**config.mk**
```make
export PLATFORM = sky130hd
export DESIGN_NAME = wrq_ctrl
export DESIGN_NICKNAME = d
export VERILOG_FILES = /design/src/rtl/wrq_pkg.sv /design/src/rtl/wrq_mode_reg.sv /design/src/rtl/wrq_wait_track.sv /design/src/rtl/wrq_req_drive.sv /design/src/rtl/wrq_ctrl.sv
export SDC_FILE = /design/constraint.sdc
export NUM_CORES = 1
export LEC_CHECK = 0
export BUFFER_PORTS_ARGS = -buffer_cell sky130_fd_sc_hd__buf_2
export CORE_AREA = 4 4 41 43
export DETAILED_ROUTE_END_ITERATION = 8
export DIE_AREA = 0 0 45 47
export PLACE_DENSITY = 0.57
export SLEW_MARGIN = 20
export SYNTH_ARGS = -nofsm -noshare
export SYNTH_HDL_FRONTEND = slang
export SYNTH_SLANG_ARGS = --single-unit
```
**constraint.sdc**
```tcl
create_clock -name clk -period 2.85 [get_ports clk]
set_clock_uncertainty 0.15 [all_clocks]
set_input_delay 0.285 -clock clk [delete_from_list [all_inputs] [get_ports clk]]
set_output_delay 0.285 -clock clk [all_outputs]
set_load 0.03 [all_outputs]
```
**src/rtl/wrq_pkg.sv**
```systemverilog
package wrq_pkg;
  localparam int unsigned EN_POS  = 7;
  localparam int unsigned FN_POS  = 6;
  localparam int unsigned DIR_POS = 5;
  localparam int unsigned AUX_POS = 0;

  typedef struct packed {
    logic en;
    logic fn_dma;
    logic dir_rx;
    logic aux_en;
  } wrq_mode_t;

  typedef struct packed {
    logic wait_tx;
    logic wait_rx;
    logic dma;
  } wrq_func_t;

  function automatic wrq_func_t decode_mode(input wrq_mode_t m);
    wrq_func_t f;
    f.wait_tx = m.en & ~m.fn_dma & ~m.dir_rx;
    f.wait_rx = m.en & ~m.fn_dma &  m.dir_rx;
    f.dma     = m.en &  m.fn_dma;
    return f;
  endfunction

  function automatic logic dma_level(input wrq_mode_t m, input logic txf, input logic rxe);
    logic want;
    want = m.dir_rx ? ~rxe : ~txf;
    return ~want;
  endfunction
endpackage

```
**src/rtl/wrq_mode_reg.sv**
```systemverilog
module wrq_mode_reg
  import wrq_pkg::*;
#(
  parameter int unsigned MODE_W = 8
) (
  input  logic              clk,
  input  logic              rst_n,
  input  logic              cfg_we,
  input  logic [MODE_W-1:0] cfg_wdata,
  output wrq_mode_t         mode
);
  localparam logic [MODE_W-1:0] USED_MASK =
    (MODE_W'(1) << EN_POS) | (MODE_W'(1) << FN_POS) |
    (MODE_W'(1) << DIR_POS) | (MODE_W'(1) << AUX_POS);

  logic unused_cfg_bits;
  assign unused_cfg_bits = ^(cfg_wdata & ~USED_MASK);

  always_ff @(posedge clk or negedge rst_n) begin
    if (!rst_n) begin
      mode <= '0;
    end else if (cfg_we) begin
      mode.en     <= cfg_wdata[EN_POS];
      mode.fn_dma <= cfg_wdata[FN_POS];
      mode.dir_rx <= cfg_wdata[DIR_POS];
      mode.aux_en <= cfg_wdata[AUX_POS];
    end
  end
endmodule

```
**src/rtl/wrq_wait_track.sv**
```systemverilog
module wrq_wait_track (
  input  logic clk,
  input  logic rst_n,
  input  logic mode_ok,
  input  logic trig,
  input  logic blocked,
  output logic hold_q,
  output logic active
);
  logic set_now;
  assign set_now = mode_ok & trig & blocked;

  always_ff @(negedge clk or negedge rst_n) begin
    if (!rst_n) hold_q <= 1'b0;
    else        hold_q <= (hold_q | set_now) & blocked & mode_ok;
  end

  assign active = mode_ok & (set_now | hold_q);
endmodule

```
**src/rtl/wrq_req_drive.sv**
```systemverilog
module wrq_req_drive
  import wrq_pkg::*;
(
  input  wrq_mode_t mode,
  input  wrq_func_t func,
  input  logic      wait_on,
  input  logic      tx_full,
  input  logic      rx_empty,
  output logic      wreq_oe,
  output logic      wreq_o,
  output logic      aux_req_n
);
  always_comb begin
    wreq_oe   = wait_on | func.dma;
    wreq_o    = func.dma ? dma_level(mode, tx_full, rx_empty) : 1'b0;
    aux_req_n = ~(mode.aux_en & ~tx_full);
  end
endmodule

```
**src/rtl/wrq_ctrl.sv**
```systemverilog
module wrq_ctrl
  import wrq_pkg::*;
#(
  parameter int unsigned MODE_W = 8,
  parameter int unsigned SEL_W  = 4,
  parameter int unsigned TX_SEL = 8,
  parameter int unsigned RX_SEL = 8
) (
  input  logic              clk,
  input  logic              rst_n,
  input  logic              cfg_we,
  input  logic [MODE_W-1:0] cfg_wdata,
  input  logic              cpu_wr,
  input  logic              cpu_rd,
  input  logic [SEL_W-1:0]  reg_sel,
  input  logic              tx_full,
  input  logic              rx_empty,
  output logic              wreq_oe,
  output logic              wreq_o,
  output logic              aux_req_n
);
  localparam int unsigned NDIR = 2;
  localparam logic [SEL_W-1:0] TXS = SEL_W'(TX_SEL);
  localparam logic [SEL_W-1:0] RXS = SEL_W'(RX_SEL);

  wrq_mode_t mode;
  wrq_func_t func;

  logic [NDIR-1:0] dir_ok, dir_trig, dir_block, dir_hold, dir_act;
  logic            wait_on;

  wrq_mode_reg #(.MODE_W(MODE_W)) u_mode (
    .clk(clk), .rst_n(rst_n), .cfg_we(cfg_we), .cfg_wdata(cfg_wdata), .mode(mode)
  );

  assign func = decode_mode(mode);

  assign dir_ok[0]    = func.wait_tx;
  assign dir_trig[0]  = cpu_wr & (reg_sel == TXS);
  assign dir_block[0] = tx_full;
  assign dir_ok[1]    = func.wait_rx;
  assign dir_trig[1]  = cpu_rd & (reg_sel == RXS);
  assign dir_block[1] = rx_empty;

  for (genvar d = 0; d < NDIR; d++) begin : g_dir
    wrq_wait_track u_trk (
      .clk(clk), .rst_n(rst_n), .mode_ok(dir_ok[d]), .trig(dir_trig[d]),
      .blocked(dir_block[d]), .hold_q(dir_hold[d]), .active(dir_act[d])
    );
  end

  assign wait_on = |dir_act;

  wrq_req_drive u_drv (
    .mode(mode), .func(func), .wait_on(wait_on), .tx_full(tx_full),
    .rx_empty(rx_empty), .wreq_oe(wreq_oe), .wreq_o(wreq_o), .aux_req_n(aux_req_n)
  );
endmodule

```
==> run summary <==
Status: finished with violations
Failing checks: negative setup slack
Post-layout util: 0.361
H-tree Lvls: 1
Crit path DAT: 2730 ps
Worst-Margin Slew: 264 ps
Worst slack, placed: -98.5 ps
Number of DRC markers in iteration 0: 2
Worst-path maximum fanout: 2
Final nets: 69
Sequential share of power: 0.434
Mapped Nets: 46
Worst skew pair latency: 250 ps
# port buffers: 17
GP Congestion: 0.664
CP startpoint kind: flop
Die Y: 47 um
CTS root buffer: clkbuf_4
Post-route DRC: 0
Diode count: 0
Switch share: 0.261
Overflow after GRT: 0
Clock buffer count from CTS: 3
Slowest CP cell: or3b_1
WS Path Type: flop to primary output
Slew headroom: 0.823
Initial antenna violation count: 0
Library cells used by synthesis: 13
FP Rows: 13
Critical Path RT: 2410 ps
RSZ-0062 raised after global routing: true
Met1 usage: 0.0930
Max-Cap Viols: 0
Busiest layer in global routing: met2
Vias in the first global route: 301
Crit path max-delay family: simple AND/OR/NAND/NOR gates
Cell breakdown of the critical path: or3b_1 > a31oi_1 > a21oi_2 > buf_6
Leakage power: 0.000211 uW
Initial Util: 0.245
Die ar.: 2120 sq um
P_sw: 59.4 uW
Met3 usage: 0.0268
Pin count of the biggest net entering global routing: 7
Postcts setup bufs: 0
Part of the power in combinational logic: 0.205
Worst Hold Margin: 109 ps
Vias per Instance: 4.56
Final Worst Setup Slack: -317 ps
Gate Count Post-Synth: 27
Max VDD drop: 0.189 mV
TritonCTS Sinks: 6
Setup_tns: -317 ps
Hold crit path type: input pin to flop
Clock transition at path regs: 50 ps
Core area: 1300 sq um
Number of detailed-route iterations in the first pass: 2
Routed WL: 704 um
Final ANT Viol Nets: 0
Critical Path Max Stage Delay: 340 ps
Die Span X: 45 um
Layout cells sized above 1: 0.490
P per Cell Area: 485 nW/um^2
Internal Pwr Total: 168 uW
Max-slew violation count: 0
Global-route wire length before repair: 1220 um
Synthesis-stage register bit count: 6
Area Overhead vs Synth: 47.1%
Yosys warns: 0
Worst setup EP type: primary output
Clk buf depth: 2
Clock share of power: 0.362
Routed len/inst: 11.0 um
M2 GR Usage: 0.127
All-Layer GR Usage: 0.0828
Mapped cell area: 319 sq um
DR vias: 292
Hpwl dp: 603 um
Fin. Hold Viols: 0
CTS tree: yes
I/O pins: 22
CP Buf/Inv Count: 1
R2R Setup Slk: 430 ps
Finish-stage setup viols: 1
Mean post-synth cell area: 11.8 sq um
Sequential area share after synthesis: 0.471
-- worst paths after layout --
path,start,endpoint,cells past startpoint
worst max-delay path,g_dir[1].u_trk.hold_q$_DFF_NN0_,wreq_oe,4
worst min-delay path,cfg_wdata[7],u_mode.mode[3]$_DFFE_PN0P_,2
worst max register to register,u_mode.mode[1]$_DFFE_PN0P_,g_dir[0].u_trk.hold_q$_DFF_NN0_,2
worst min register to register,u_mode.mode[0]$_DFFE_PN0P_,u_mode.mode[0]$_DFFE_PN0P_,1
max in group asynchronous,rst_n,g_dir[1].u_trk.hold_q$_DFF_NN0_,2
min in group asynchronous,rst_n,u_mode.mode[1]$_DFFE_PN0P_,2
-- area by class of cell --
| cell class | count | area [sq um] |
|---|---|---|
| sequential | 6 | 150 |
| timing repair buffer | 18 | 101 |
| multi-input combinational | 21 | 173 |
| clock buffer | 4 | 26.3 |
| fill | 156 | 832 |
| tap | 15 | 18.8 |
-- cell families (layout without fill, tap and decap cells) --
| logic type | Yosys count | count (layout) | share of synthesized area |
|---|---|---|---|
| DFF | 6 | 6 | 0.471 |
| buffers and inverters | 0 | 22 | 0 |
| muxes | 4 | 4 | 0.141 |
| AOI/OAI and AO/OA | 6 | 6 | 0.106 |
| and+or+nand+nor | 11 | 11 | 0.282 |
-- stage by stage --
| step | cell area, sq um | cells | power (uW) |
|---|---|---|---|
| 2_1_floorplan | 323 | 27 | 123 |
| 3_3_place_gp | 427 | 59 | 143 |
| 3_5_place_dp | 427 | 59 | 143 |
| 4_1_cts | 469 | 64 | 235 |
| 5_1_grt | 469 | 64 | 245 |
| 6_report | 469 | 64 | 227 |
-- metal layers --
layer / vias up / routed length [um] / part of all wire
li1: 145 / - / -
met1: 133 / 303 / 0.43
met2: 14 / 317 / 0.45
met3: 0 / 82 / 0.12
met4: 0 / 0 / 0
met5: - / 0 / 0
-- power groups by stage --
stage / clock, uW / combinational (uW) / sequential (uW)
6_report: 82.3 / 46.5 / 98.7
2_1_floorplan: 0 / 25.7 / 97.6
3_5_place_dp: 0 / 43.4 / 99.8
3_3_place_gp: 0 / 42.9 / 99.7
5_1_grt: 93.5 / 51.3 / 100
4_1_cts: 88.8 / 47.3 / 98.6
-- layout by cell type (no fill, tap or decap) --
master,n
clkbuf_4,3
nor3b_2,1
mux2_1,4
dfrtp_1,4
nor2b_1,2
a21oi_2,1
a31oi_1,1
dfrtn_1,2
or3b_1,1
a21oi_1,3
clkbuf_1,1
nand2b_1,2
nand2_1,2
buf_2,16
dlygate4sd3_1,1
o31ai_1,1
nand4_1,1
nor4b_2,2
buf_6,1
-- registers in the layout, indices dropped and copies added (netlist names) --
register / count
g_dir.u_trk.hold_q: 2
u_mode.mode: 4
-- synthesized netlist by cell type --
| master | number | share of area |
|---|---|---|
| a21oi_1 | 4 | 0.063 |
| dfrtp_1 | 4 | 0.31 |
| mux2_1 | 4 | 0.14 |
| dfrtn_1 | 2 | 0.16 |
| nand2_1 | 2 | 0.024 |
| nand2b_1 | 2 | 0.039 |
| nor2b_1 | 2 | 0.039 |
| nor4b_2 | 2 | 0.094 |
| a31oi_1 | 1 | 0.020 |
| nand4_1 | 1 | 0.020 |
| nor3b_2 | 1 | 0.039 |
| o31ai_1 | 1 | 0.024 |
| or3b_1 | 1 | 0.027 |
-- what timing repair did --
action,4_1_cts,5_1_grt
pin swaps,1,0
setup endpoints to repair,1,1
hold buffers,1,0
resized for setup,2,0
endpoints found under the hold margin,4,0
Note: power is estimated with default switching activity, not from simulation.
